## src/rtl/dbg_trap_unit.sv

```systemverilog
module dbg_trap_unit #(
  parameter int PC_W = 13
) (
  input  logic            clk,
  input  logic            rst_n,
  input  logic [PC_W-1:0] pc,
  input  logic            retire,
  input  logic            dbg_return,
  input  logic            ext_halt,
  input  logic            wr_en,
  input  logic [1:0]      wr_sel,
  input  logic [PC_W-1:0] wr_data,
  input  logic [1:0]      rd_sel,
  output logic [PC_W-1:0] rd_data,
  output logic            dbg_irq
);

  localparam logic [1:0] CAUSE_EXT  = 2'd1;
  localparam logic [1:0] CAUSE_BP   = 2'd2;
  localparam logic [1:0] CAUSE_STEP = 2'd3;

  logic [2:0]      sync_q;
  logic [PC_W-1:0] dbg_reg;
  logic            bp_en;
  logic            step_armed;
  logic            in_mon;
  logic [1:0]      cause;

  logic ext_rise, bp_hit, step_hit, trap;

  assign ext_rise = sync_q[1] & ~sync_q[2];
  assign bp_hit   = bp_en & (pc == dbg_reg);
  assign step_hit = step_armed & retire;
  assign trap     = ~in_mon & (ext_rise | bp_hit | step_hit);
  assign dbg_irq  = in_mon;

  always_ff @(posedge clk) begin
    if (!rst_n) sync_q <= '0;
    else        sync_q <= {sync_q[1:0], ext_halt};
  end

  always_ff @(posedge clk) begin
    if (!rst_n) begin
      dbg_reg    <= '0;
      bp_en      <= 1'b0;
      step_armed <= 1'b0;
      in_mon     <= 1'b0;
      cause      <= '0;
    end else begin
      if (wr_en && wr_sel == 2'd0) dbg_reg <= wr_data;
      if (wr_en && wr_sel == 2'd1) begin
        bp_en      <= wr_data[0];
        step_armed <= wr_data[1];
      end
      if (in_mon && dbg_return) in_mon <= 1'b0;
      if (trap) begin
        in_mon     <= 1'b1;
        step_armed <= 1'b0;
        if (ext_rise) begin
          cause   <= CAUSE_EXT;
          dbg_reg <= pc;
          bp_en   <= 1'b0;
        end else if (bp_hit) begin
          cause <= CAUSE_BP;
        end else begin
          cause <= CAUSE_STEP;
        end
      end
    end
  end

  always_comb begin
    rd_data = '0;
    case (rd_sel)
      2'd0: rd_data = dbg_reg;
      2'd1: rd_data[1:0] = {step_armed, bp_en};
      2'd2: rd_data[1:0] = cause;
      default: rd_data = '0;
    endcase
  end

endmodule

```

## config.mk

```make
export PLATFORM = sky130hd
export DESIGN_NAME = dbg_trap_unit
export DESIGN_NICKNAME = d
export VERILOG_FILES = /design/src/rtl/dbg_trap_unit.sv
export SDC_FILE = /design/constraint.sdc
export NUM_CORES = 1
export LEC_CHECK = 0
export CAP_MARGIN = 10
export CORE_ASPECT_RATIO = 0.8
export CORE_MARGIN = 8
export CORE_UTILIZATION = 44
export CTS_CLUSTER_DIAMETER = 30
export DETAILED_ROUTE_END_ITERATION = 7
export PLACE_DENSITY = 0.9
export REMOVE_ABC_BUFFERS = 1
export SETUP_SLACK_MARGIN = 0.05
export SLEW_MARGIN = 20
export SYNTH_ARGS = -nofsm -noshare
export SYNTH_HDL_FRONTEND = slang
export SYNTH_SLANG_ARGS = --single-unit
```

## constraint.sdc

```tcl
create_clock -name clk -period 2.41 [get_ports clk]
set_clock_uncertainty 0.2 [all_clocks]
set_input_delay 0.241 -clock clk [delete_from_list [all_inputs] [get_ports clk]]
set_output_delay 0.241 -clock clk [all_outputs]
set_load 0.02 [all_outputs]
```

==> impl_table.tex <==
\begin{tabular}{lr}
\hline
Metric & Value \\
\hline
\multicolumn{2}{l}{\textbf{Setup path}} \\
\quad Required arrival time at the worst endpoint & between 1.5 and 2 ns \\
\quad Stage delay of the slowest cell on the critical path & 0.62 ns \\
\quad Flop-to-flop setup slack & 0.77 ns \\
\quad Crit path kind & in -> out \\
\quad Sum of buffers and inverters on the critical path & 3 \\
\quad Crit path DAT & approximately 1.8 ns \\
\quad Number of cells on the worst reg-to-reg path & 5 \\
\quad Slowest cell on crit path & sky130\_fd\_sc\_hd\_\_clkdlybuf4s50\_1 \\
\quad Crit. path cell count & 5 \\
\quad Cell type group with the largest total delay on the critical path & buffers and inverters \\
\quad Type of destination of the critical path & output port \\
\quad Start of the worst register-to-register path & dbg\_reg[12] \\
\quad Critical register-to-register path endpoint & cause[0] \\
\quad CP cell instances & clkdlybuf4s50\_1 > nor2\_1 > buf\_4 > and2\_1 > clkdlybuf4s50\_1 \\
\quad CP most frequent cell & sky130\_fd\_sc\_hd\_\_clkdlybuf4s50\_1 \\
\quad Startpoint Class & input port \\
\quad Maximum fanout count along the critical path & 11 \\
\multicolumn{2}{l}{\textbf{Clock tree}} \\
\quad Post-CTS setup buffer count & 0 \\
\quad Number of CTS-inserted buffers & 3 \\
\quad Sinks on the clock net & 21 \\
\quad Quantity of hold-fixing buffers added after cts & 0 \\
\quad H-tree Lvls & 1 \\
\quad Root buffer cell & sky130\_fd\_sc\_hd\_\_clkbuf\_4 \\
\quad Cells resized by post-CTS repair & 0 \\
\quad Worst-path clk slew & 0.12 ns \\
\quad Clk Latency, worst-skew pair & 0.30 ns \\
\quad Number of buffers on the longest clock path & 2 \\
\quad CTS tree & built \\
\multicolumn{2}{l}{\textbf{STA}} \\
\quad Post-route fraction of the period consumed by the critical path & 0.934 \\
\quad Setup ws final & 0.160 ns \\
\quad Max Clock Freq & roughly 440 MHz \\
\quad Crit path time final & approximately 2.3 ns \\
\quad Aggregate negative setup slack & 0 ns \\
\quad Actual transition at the worst max-transition pin & 0.615 ns \\
\quad Setup repair after global routing missed its margin & false \\
\quad Final Slew Violations & 0 \\
\quad Final-report hold violation count & 0 \\
\quad Relative slew margins & 0.589 \\
\quad Total setup violations reported at the end of the flow & 0 \\
\multicolumn{2}{l}{\textbf{GRT}} \\
\quad Global routing usage summed across all routing layers & 0.142 \\
\quad Overall overflow remaining after global route & 0 \\
\quad Largest net degree at the start of global routing & 28 \\
\quad Antenna violations before repair & 0 \\
\quad First-pass GRT wire length & 4990 um \\
\quad Number of global-route vias before repair & 1041 \\
\multicolumn{2}{l}{\textbf{Detailed routing}} \\
\quad Number of design rule violations left after detail routing & 0 \\
\quad Pre-Repair DR Iteration Count & 4 \\
\quad Via count & 1070 \\
\quad Vias per cell & 5.10 \\
\quad Routed len/inst & 15.4 um \\
\quad WL final & 3230 um \\
\quad Antenna Violating Nets Remaining & 0 \\
\quad First DRT Iteration DRCs & 73 \\
\multicolumn{2}{l}{\textbf{Synthesis}} \\
\quad Number of standard cells after synthesis & 126 \\
\quad Average size of a mapped cell & 9.02 um\^{}2 \\
\quad Synthesis warning total & 0 \\
\quad Sequential element share of the synthesized area & 0.370 \\
\quad Register bit total from synthesis & 21 \\
\quad Yosys cell types & 22 \\
\quad Netlist Area Pre-Place & about 1100 um\^{}2 \\
\multicolumn{2}{l}{\textbf{Placed design}} \\
\quad Number of port buffers & 49 \\
\quad Worst slack after detailed placement & 0.181 ns \\
\quad Placed standard-cell area & roughly 1600 um\^{}2 \\
\quad Routability Congestion & 0.816 \\
\quad Detail Placement HPWL & around 2600 um \\
\multicolumn{2}{l}{\textbf{Worst hold path}} \\
\quad Hold Crit Depth & 1 \\
\quad Worst min path class & reg -> reg \\
\quad Worst min-delay path startpoint & sync\_q[0] \\
\quad Hold path endpoint & sync\_q[1] \\
\multicolumn{2}{l}{\textbf{Layout}} \\
\quad Area of the multi-input gates & 672 um\^{}2 \\
\quad Reg area & 420 um\^{}2 \\
\quad Synth-to-Final Area Change & 47.0\% \\
\quad Most used cells in the layout excluding fill and tap cells & sky130\_fd\_sc\_hd\_\_clkdlybuf4s50\_1, sky130\_fd\_sc\_hd\_\_dfxtp\_1, sky130\_fd\_sc\_hd\_\_mux2i\_1, sky130\_fd\_sc\_hd\_\_o21ai\_0 \\
\quad Commonest non-fill, non-tap cell in the layout & sky130\_fd\_sc\_hd\_\_clkdlybuf4s50\_1 \\
\quad Final design area excluding fillers & 1670 um\^{}2 \\
\quad \# diodes & 0 \\
\quad Number of flip-flops under the largest register name & 13 \\
\quad Fraction of layout instances using a drive strength above 1 & 0.0575 \\
\quad Fill count & between 200 and 250 \\
\quad Number of nets at the end of the flow & approximately 210 \\
\multicolumn{2}{l}{\textbf{Floorplanning}} \\
\quad Die width & $\sim$73 um \\
\quad Vertical die dimension & 61.5 um \\
\quad Core area & 2440 um\^{}2 \\
\quad I/O pin count & 50 \\
\quad Die outline area & 4470 um\^{}2 \\
\quad Standard-cell row count & 16 \\
\quad Initial Utilization & 0.465 \\
\multicolumn{2}{l}{\textbf{Outcome}} \\
\quad Run status & complete, no violations \\
\multicolumn{2}{l}{\textbf{Power}} \\
\quad Leakage power of the design & 0.642 nW \\
\quad Peak ir drop on the vdd network & 274 uV \\
\quad Power per cell area & between 400 and 500 nW/um\^{}2 \\
\multicolumn{2}{l}{\textbf{Run}} \\
\quad \# Max-Cap Violations & 0 \\
\hline
\end{tabular}
==> worst max-delay path by stage <==
| stage | startpoint | to |
|---|---|---|
| final | rd_sel[1] | rd_data[7] |
| after global routing | rd_sel[1] | rd_data[7] |
| after CTS | rd_sel[1] | rd_data[7] |
| after detailed placement | rd_sel[1] | rd_data[7] |
| after global placement | rd_sel[1] | rd_data[9] |
| after floorplan | wr_sel[0] | dbg_reg[0] |
==> worst register-to-register path, delay by kind of cell, from the launching register on <==
kind / cells / cell delay [ns]
xor+xnor: 1 / 0.16
flops: 1 / 0.35
mux: 1 / 0.16
simple gates: 3 / 0.68
==> cells by family (layout without fill, tap and decap cells) <==
kind of cell,count (synthesis),in the layout,synth area share
XOR/XNOR,13,13,0.100
flip-flops,21,21,0.370
AND/OR/NAND/NOR,36,36,0.189
AO/OA/AOI/OAI,31,31,0.143
multiplexers,18,18,0.159
buffers and inverters,7,55,0.0385
==> Yosys cell counts <==
library cell               number  area share
sky130_fd_sc_hd__dfxtp_1       21        0.37
sky130_fd_sc_hd__nor3b_1        1      0.0066
sky130_fd_sc_hd__nand2_1        4       0.013
sky130_fd_sc_hd__nor3b_2        1       0.011
sky130_fd_sc_hd__o21ai_0       15       0.066
sky130_fd_sc_hd__o21a_1         1      0.0066
sky130_fd_sc_hd__nand2b_1       3       0.017
sky130_fd_sc_hd__nor2_1         4       0.013
sky130_fd_sc_hd__nor4_1         3       0.017
sky130_fd_sc_hd__buf_2          2      0.0088
sky130_fd_sc_hd__xor2_1        13        0.10
sky130_fd_sc_hd__and2_1        14       0.077
sky130_fd_sc_hd__nand4_1        1      0.0055
sky130_fd_sc_hd__or2_2          1      0.0055
sky130_fd_sc_hd__clkbuf_1       3      0.0099
sky130_fd_sc_hd__nor2b_1        2       0.011
sky130_fd_sc_hd__o21ba_2        1      0.0088
sky130_fd_sc_hd__nand3b_1       1      0.0066
sky130_fd_sc_hd__a21oi_1       14       0.062
sky130_fd_sc_hd__mux2i_1       18        0.16
sky130_fd_sc_hd__and2_2         1      0.0066
sky130_fd_sc_hd__buf_6          2       0.020
==> cell type report <==
class                           count  share of cell area
Multi-Input combinational cell     98               0.402
Timing Repair Buffer               51               0.303
Sequential cell                    21               0.252
Tap cell                           36              0.0270
Clock buffer                        3              0.0135
Clock inverter                      1             0.00300
==> routing by layer <==
metal,GRT usage,up-vias,routed length [um]
met2,0.248,46,1540
met4,0.0625,0,43
li1,-,529,-
met1,0.165,491,1360
met3,0.0309,4,296
met5,0,-,0
==> power by group <==
| group | switching, mW | internal, mW |
|---|---|---|
| logic | 0.0726 | 0.104 |
| registers | 0.0172 | 0.368 |
| clock network | 0.106 | 0.0618 |
==> per-stage QoR <==
stage	instances	hold WS, ns	power [mW]	util
after CTS	210	0.251	0.736	0.684
after global placement	206	0.219	0.562	0.673
after detailed placement	206	0.222	0.570	0.673
after global routing	210	0.271	0.768	0.684
final	210	0.251	0.730	0.684
after floorplan	119	0.159	0.467	-
No activity file was read; power rests on OpenSTA's default activity.
